## config.mk

```make
export PLATFORM = sky130hd
export DESIGN_NAME = adc_conv_ctrl
export DESIGN_NICKNAME = d
export VERILOG_FILES = /design/src/rtl/adc_seq_pkg.sv /design/src/rtl/adc_seq_rst_sync.sv /design/src/rtl/adc_seq_sync.sv /design/src/rtl/adc_seq_fsm.sv /design/src/rtl/adc_conv_ctrl.sv
export SDC_FILE = /design/constraint.sdc
export NUM_CORES = 1
export LEC_CHECK = 0
export ABC_AREA = 1
export ABC_CLOCK_PERIOD_IN_PS = 1300
export CAP_MARGIN = 20
export CORE_AREA = 4 4 41 43
export CTS_CLUSTER_SIZE = 12
export DETAILED_ROUTE_END_ITERATION = 10
export DIE_AREA = 0 0 45 47
export PLACE_DENSITY = 0.55
export RECOVER_POWER = 50
export SYNTH_ARGS = -nofsm -noshare
export SYNTH_HDL_FRONTEND = slang
export SYNTH_SLANG_ARGS = --single-unit
```

## constraint.sdc

```tcl
create_clock -name clk -period 1.3 [get_ports clk]
set_input_delay 0.26 -clock clk [delete_from_list [all_inputs] [get_ports clk]]
set_output_delay 0.26 -clock clk [all_outputs]
set_load 0.005 [all_outputs]
```

## src/rtl/adc_seq_pkg.sv

```systemverilog
package adc_seq_pkg;

  typedef enum logic [2:0] {
    ST_IDLE    = 3'd0,
    ST_START   = 3'd1,
    ST_WAIT_LO = 3'd2,
    ST_WAIT_HI = 3'd3,
    ST_READ    = 3'd4,
    ST_STORE   = 3'd5
  } seq_state_e;

  typedef struct packed {
    logic sc;
    logic oe;
    logic en;
  } seq_out_t;

  localparam seq_out_t SEQ_OUT_NONE = '{sc: 1'b0, oe: 1'b0, en: 1'b0};

endpackage

```

## src/rtl/adc_seq_rst_sync.sv

```systemverilog
module adc_seq_rst_sync #(
  parameter int STAGES = 2
) (
  input  logic clk,
  input  logic arst_n,
  output logic rst_n_o
);

  logic [STAGES-1:0] chain_q;

  always_ff @(posedge clk or negedge arst_n) begin
    if (!arst_n) begin
      chain_q <= '0;
    end else begin
      chain_q <= {chain_q[STAGES-2:0], 1'b1};
    end
  end

  assign rst_n_o = chain_q[STAGES-1];

endmodule

```

## src/rtl/adc_seq_sync.sv

```systemverilog
module adc_seq_sync #(
  parameter int              WIDTH   = 1,
  parameter int              STAGES  = 2,
  parameter logic [WIDTH-1:0] RST_VAL = '0
) (
  input  logic             clk,
  input  logic             rst_n,
  input  logic [WIDTH-1:0] d_i,
  output logic [WIDTH-1:0] q_o
);

  logic [WIDTH-1:0] stage_q [STAGES];

  for (genvar s = 0; s < STAGES; s++) begin : g_stage
    logic [WIDTH-1:0] src;
    if (s == 0) begin : g_first
      assign src = d_i;
    end else begin : g_next
      assign src = stage_q[s-1];
    end
    always_ff @(posedge clk or negedge rst_n) begin
      if (!rst_n) begin
        stage_q[s] <= RST_VAL;
      end else begin
        stage_q[s] <= src;
      end
    end
  end

  assign q_o = stage_q[STAGES-1];

endmodule

```

## src/rtl/adc_seq_fsm.sv

```systemverilog
module adc_seq_fsm
  import adc_seq_pkg::*;
#(
  parameter bit CONTINUOUS = 1'b0
) (
  input  logic     clk,
  input  logic     rst_n,
  input  logic     go_s,
  input  logic     eoc_s,
  output seq_out_t out_o
);

  localparam seq_state_e RST_STATE = CONTINUOUS ? ST_STORE : ST_IDLE;
  localparam seq_state_e END_STATE = CONTINUOUS ? ST_START : ST_IDLE;

  seq_state_e state_q, state_d;
  logic       state_en;

  // next-state logic
  always_comb begin
    state_d = state_q;
    case (state_q)
      ST_IDLE:    if (go_s) state_d = ST_START;
      ST_START:   if (CONTINUOUS || !go_s) state_d = ST_WAIT_LO;
      ST_WAIT_LO: if (!eoc_s) state_d = ST_WAIT_HI;
      ST_WAIT_HI: if (eoc_s) state_d = ST_READ;
      ST_READ:    state_d = ST_STORE;
      ST_STORE:   state_d = END_STATE;
      default:    state_d = RST_STATE;
    endcase
  end

  assign state_en = (state_d != state_q);

  // state register
  always_ff @(posedge clk or negedge rst_n) begin
    if (!rst_n) begin
      state_q <= RST_STATE;
    end else if (state_en) begin
      state_q <= state_d;
    end
  end

  // output decode, strobe depends on input during the wait-high state
  always_comb begin
    out_o = SEQ_OUT_NONE;
    case (state_q)
      ST_START:   out_o.sc = 1'b1;
      ST_WAIT_HI: begin
        out_o.oe = eoc_s;
        out_o.en = eoc_s;
      end
      ST_READ:    out_o.oe = 1'b1;
      default:    out_o = SEQ_OUT_NONE;
    endcase
  end

endmodule

```

## src/rtl/adc_conv_ctrl.sv

```systemverilog
module adc_conv_ctrl
  import adc_seq_pkg::*;
#(
  parameter bit CONTINUOUS  = 1'b0,
  parameter int SYNC_STAGES = 2,
  parameter int RST_STAGES  = 2
) (
  input  logic clk,
  input  logic rst_n,
  input  logic go_i,
  input  logic eoc_i,
  output logic sc_o,
  output logic oe_o,
  output logic en_o
);

  localparam int IN_W = 2;

  logic            rst_n_int;
  logic [IN_W-1:0] raw_in, sync_in;
  seq_out_t        ctl;

  adc_seq_rst_sync #(
    .STAGES (RST_STAGES)
  ) u_rst_sync (
    .clk     (clk),
    .arst_n  (rst_n),
    .rst_n_o (rst_n_int)
  );

  assign raw_in = {eoc_i, go_i};

  // eoc idles high, request idles low
  adc_seq_sync #(
    .WIDTH   (IN_W),
    .STAGES  (SYNC_STAGES),
    .RST_VAL (2'b10)
  ) u_in_sync (
    .clk   (clk),
    .rst_n (rst_n_int),
    .d_i   (raw_in),
    .q_o   (sync_in)
  );

  adc_seq_fsm #(
    .CONTINUOUS (CONTINUOUS)
  ) u_fsm (
    .clk   (clk),
    .rst_n (rst_n_int),
    .go_s  (sync_in[0]),
    .eoc_s (sync_in[1]),
    .out_o (ctl)
  );

  assign sc_o = ctl.sc;
  assign oe_o = ctl.oe;
  assign en_o = ctl.en;

endmodule

```

Word-level counts from Yosys, hierarchy flattened
Cells that the tools add are included.
Widths: inputs -> output; s select.
Cells by class
  add/sub/neg operators: 0
  $mul: 0
  divide/modulo/power cells: 0
  magnitude comparators: 0
  equal/unequal tests: 5
  shift-type cells: 0
  mux-type cells: 8
  bitwise logic cells: 0
  reductions and logical operators: 1
Operator list (count)
  $pmux 3 s5: 1
  $mux 3: 4
  $eq 3x2->1 const B: 2
  $eq 3x1->1 const B: 1
  $eq 3x3->1 const B: 1
  $logic_not 3->1: 1
  $ne 3x3->1: 1
  $mux 1: 2
  $pmux 1 s2: 1
Word-level totals
  register bits: 9
  latch bits: 0
  memory bits (writable): 0
  memory bits (read-only): 0
  bits of input ports: 4
  output and inout bits: 3
  logic and storage cells: 18
  memories kept: 0

Depth between registers and ports, before layout
  depth in word-level cells: 3
  mapped depth: 5
  gate-level depth less buffers: 4

Hierarchy
Synthesis repeated with hierarchy kept, for this count alone.
Unflattened totals
  cell total of the unflattened synthesis: 26
  area, all modules: 321.6 µm²
By module, submodules not included
  adc_seq_fsm: times used 1, cells an instance 19, area each 165.2 µm², seq. area each 75.1 µm²
  adc_seq_sync: times used 1, cells an instance 4, area each 102.6 µm², seq. area each 102.6 µm²
  adc_seq_rst_sync: times used 1, cells an instance 3, area each 53.8 µm², seq. area each 50.0 µm²

Least setup slack after synthesis
No wires, ideal clock.
  path type: reg2out
  from: register u_in_sync.stage_q, in the netlist u_in_sync.q_o[1]
  to: output oe_o
  data arrival time: 721 ps
  data required time: 1040 ps
  path slack: 319 ps
  cell stages (with the launch flop): 3
  path buffers: 0
  cell sequence: dfstp_2 inv_1 o21ai_1
On the way
  cells in the longest elaborated chain, start to end: 1
RTL lines
  start, declared: RTL line adc_seq_sync.sv:12  | logic [WIDTH-1:0] stage_q [STAGES];
  start signal, assigned by index: RTL line adc_seq_sync.sv:25  | stage_q[s] <= src;
  $pmux 1 s2: RTL line adc_seq_fsm.sv:47  | case (state_q)
  end, declared: RTL line adc_conv_ctrl.sv:13  | output logic oe_o,
No other way between the ends.

Final worst setup path
  from: register u_fsm.state_q[2]
  to: output oe_o
On the way
  cells in the longest elaborated chain, start to end: 2
  elaborated cells between the ends (all ways): 3
  those cells by class: eq/ne (2); mux (1)
RTL lines
  start, declared: RTL line adc_seq_fsm.sv:16  | seq_state_e state_q, state_d;
  start signal, assigned: RTL line adc_seq_fsm.sv:40  | state_q <= state_d;
  $eq 3x3->1 / $eq 3x2->1 (equally long branches): RTL line adc_seq_fsm.sv:47
  $pmux 1 s2 (*): RTL line adc_seq_fsm.sv:47
Every way passes the cells marked *; elsewhere a longest branch is shown, timed or not.

==> results.toml <==
[sta]
setup_tns_ps = -180
worst_hold_slack_ps = 108
final_period_minus_worst_setup_slack_ps = 1380
finalWorstSetupSlack_ps = -78.2
final_setup_vio_count = 3
drv_slew = 0
max_freq_mhz = 726
timing.clock.skew_ps = 6.48
rsz0062_at_grt = "true"
hold_viol_final = 0
layout_worst_path_cycle_share_pct = 106

[pwr]
worst_ir_drop_vdd_uv = 707
cellPowerDensity_nw_per_um2 = 2130
report.power.total_mw = 1.26
cellLeakagePower_nw = 0.298

[grt]
grt_antenna_before_repair = 0
grtUsageMet1_pct = 8.20
grt_use_met2_pct = 13.3
grt_pass1_vias = 309
globalRouteOverflowTotal = 0
global_route.usage.met3_pct = 1.53
grt_busiest_layer = "met2"
track_usage_pct = 8.22
grt_first_pass_wirelength_um = 1190
grt_start_max_net_pins = 8

[die]
chipHeight_um = 47
core_um2 = 1300
core.rowCount = 13
die_x_um = 45
die_area_um2 = 2120
initial_utilization_pct = 26.7
io_pins = 7

[drt]
initialDrtViolationCount = 0
detail_route.vias_per_cell = 4.05
wl_per_cell_um = 9.05
routed-via-count = 304
wirelength_routed_um = 679
ant_nets = 0
drt_pre_antenna_iters = 1
drc = 0

[yosys]
top_ff_cell_synth = "sky130_fd_sc_hd__dfrtp_1"
avgSynthCellArea_um2 = 10.2
synth_seq_area_share_pct = 65.5
synth_cell_type_count = 12
synth.top_cells.by_count = "sky130_fd_sc_hd__dfrtp_1 (7), sky130_fd_sc_hd__nor2_1 (5), sky130_fd_sc_hd__nand2_1 (4)"
ys_warn_count = 0
synth_async_sr_flop_share_pct = 100
post-synth-top-count-cell = "sky130_fd_sc_hd__dfrtp_1"
syn-instance-count = 34
synth_fp_nets = 38
post-synth-top-area-cell = "sky130_fd_sc_hd__dfrtp_1"
postSynthRegisterBits = 9
netlist_top_cells_area = "sky130_fd_sc_hd__dfrtp_1 (50%), sky130_fd_sc_hd__dfstp_2 (15%), sky130_fd_sc_hd__nand3_2 (5.8%), sky130_fd_sc_hd__nor2_1 (5.4%), sky130_fd_sc_hd__nand3_1 (4.3%)"
portion_of_synthesized_cell_area_occupied_by_the_leading_cell_type_pct = 50.4
syn_area_um2 = 348
number_of_enable_flip_flop_cells_after_synthesis = 0

[run_status]
run_status = "complete, but fails checks"
violations = "setup timing"

[worst_hold_path]
hold_class = "reg -> async"

[critical_path]
crit_path_start = "u_fsm.state_q[2]"
cp-end-kind = "output pin"
critPathMaxStageDelay_ps = 390
data_arrival_time_at_the_worst_slack_endpoint_ps = 1120
worstPathMaxFanout = 3
critical-path-slowest-cell = "sky130_fd_sc_hd__dfrtp_1"
r2r_start = "u_fsm.state_q[2]"
cp-endpoint = "oe_o"
depth_of_the_critical_timing_path_with_buffers_and_inverters_included = 5
path_class = "reg -> out"
critical_path.reg2reg.endpoint = "u_fsm.state_q[1]"
worstPathRequired_ps = 1040
r2r_worst_path_depth = 7
type_of_element_launching_the_critical_path = "flop"
critical_path.cell_chain = "buf_6, inv_4, nand3_4, o21ai_2, buf_2"
rrSetupSlack_ps = 140
worst-path-buf-inv = 3
timing.critical_path.max_delay_family = "flip-flops"

[layout]
antenna_cells = 0
nNetsFinal = 65
area_growth_pct = 70.5
number_of_fill_cells_in_the_layout = 125
layout-drive-gt1-share_pct = 55.0

[clocking]
clock_insertion_delay_worst_skew_ps = 250
htree_levels = 1
cts-root-buf = "sky130_fd_sc_hd__clkbuf_4"
max-clock-path-buffers = 2
clkSlewWorstSetupHoldPaths_ps = 60
cts.sink_count = 9
tritoncts.num_buffers = 3
tritoncts = "built"

[place]
detailedPlacementHpwl_um = 444
place.gp.congestion = 0.753
pre_cts_slack_ps = -158
place.port_buffers = 6

[job]
maxCapViolCount = 0
[metrics by stage]
| stage | util (%) | instances | area (um^2) |
|---|---|---|---|
| detailed placement | 37.4 | 63 | 487 |
| CTS | 43.9 | 74 | 572 |
| finish | 45.6 | 75 | 593 |
| global placement | 37.4 | 63 | 487 |
| global route | 45.6 | 75 | 593 |
| floorplan | - | 34 | 348 |
[per-layer routing]
| layer | part of all wire [%] | vias up |
|---|---|---|
| met5 | 0 | - |
| met4 | 0 | 0 |
| met3 | 6.3 | 0 |
| li1 | - | 160 |
| met1 | 42 | 137 |
| met2 | 52 | 7 |
[sequential cells by signal, summed over array words and instances, names as in the netlist]
| register | cells |
|---|---|
| u_fsm.state_q | 3 |
| u_in_sync.g_stage.src | 2 |
| u_in_sync.q_o | 2 |
| u_rst_sync.chain_q | 2 |
[how the worst min path moves through the flow]
stage	from	slack, ps	to	cells past startpoint
after floorplan	rst_n	-40	u_rst_sync.chain_q[0]	0
after global placement	u_rst_sync.chain_q[1]	110	u_fsm.state_q[0]	0
after detailed placement	u_rst_sync.chain_q[1]	110	u_fsm.state_q[0]	0
after CTS	u_rst_sync.chain_q[1]	120	u_fsm.state_q[0]	0
after global routing	u_rst_sync.chain_q[1]	140	u_fsm.state_q[0]	0
final	u_rst_sync.chain_q[1]	110	u_fsm.state_q[0]	0
[report_power, final]
| part | switching (mW) | internal, mW |
|---|---|---|
| sequential | 0.0345 | 0.335 |
| clock | 0.0929 | 0.113 |
| combinational | 0.288 | 0.397 |
[layout by cell type, fill, tap and decap left out, types with 2 or more instances in the layout]
cell type,netlist,routed
sky130_fd_sc_hd__buf_2,0,3
sky130_fd_sc_hd__buf_4,1,15
sky130_fd_sc_hd__buf_6,0,2
sky130_fd_sc_hd__clkbuf_4,0,3
sky130_fd_sc_hd__clkdlybuf4s50_1,0,2
sky130_fd_sc_hd__dfrtp_1,7,7
sky130_fd_sc_hd__dfstp_2,2,2
sky130_fd_sc_hd__inv_1,3,3
sky130_fd_sc_hd__nand2_1,4,3
sky130_fd_sc_hd__nand3_1,3,3
sky130_fd_sc_hd__nor2_1,5,3
sky130_fd_sc_hd__nor3_1,2,2
sky130_fd_sc_hd__o21ai_1,3,2
[worst register-to-register path: stages (launching register included)]
cell	delay, ps
sky130_fd_sc_hd__dfrtp_1	360
sky130_fd_sc_hd__buf_6	120
sky130_fd_sc_hd__inv_4	40
sky130_fd_sc_hd__buf_4	120
sky130_fd_sc_hd__buf_4	120
sky130_fd_sc_hd__buf_4	130
sky130_fd_sc_hd__nand3_1	70
sky130_fd_sc_hd__nand3_1	80
[repair_timing]
action | 4_1_cts | 5_1_grt
hold buffers | 0 | 0
setup endpoints to repair | 3 | 3
setup buffers | 7 | 1
resized for setup | 17 | 4
pin swaps | 2 | 2
[logic make-up after synthesis]
logic type | Yosys count | share of synthesized area, %
and+or+nand+nor | 16 | 22.7
DFF | 9 | 65.5
buffers and inverters | 5 | 6.47
AOI/OAI and AO/OA | 3 | 4.32
other | 1 | 1.08
[cell type report]
class,instances,area [um^2],share of cell area (%)
inverters,4,17.5,2.95
repair buffers,23,180,30.4
well taps,15,18.8,3.16
clock inverters,1,5.00,0.844
clock buffers,3,22.5,3.80
flip-flops and latches,9,228,38.4
multi-input cells,20,121,20.5
Power figures use the tool's default switching activity.
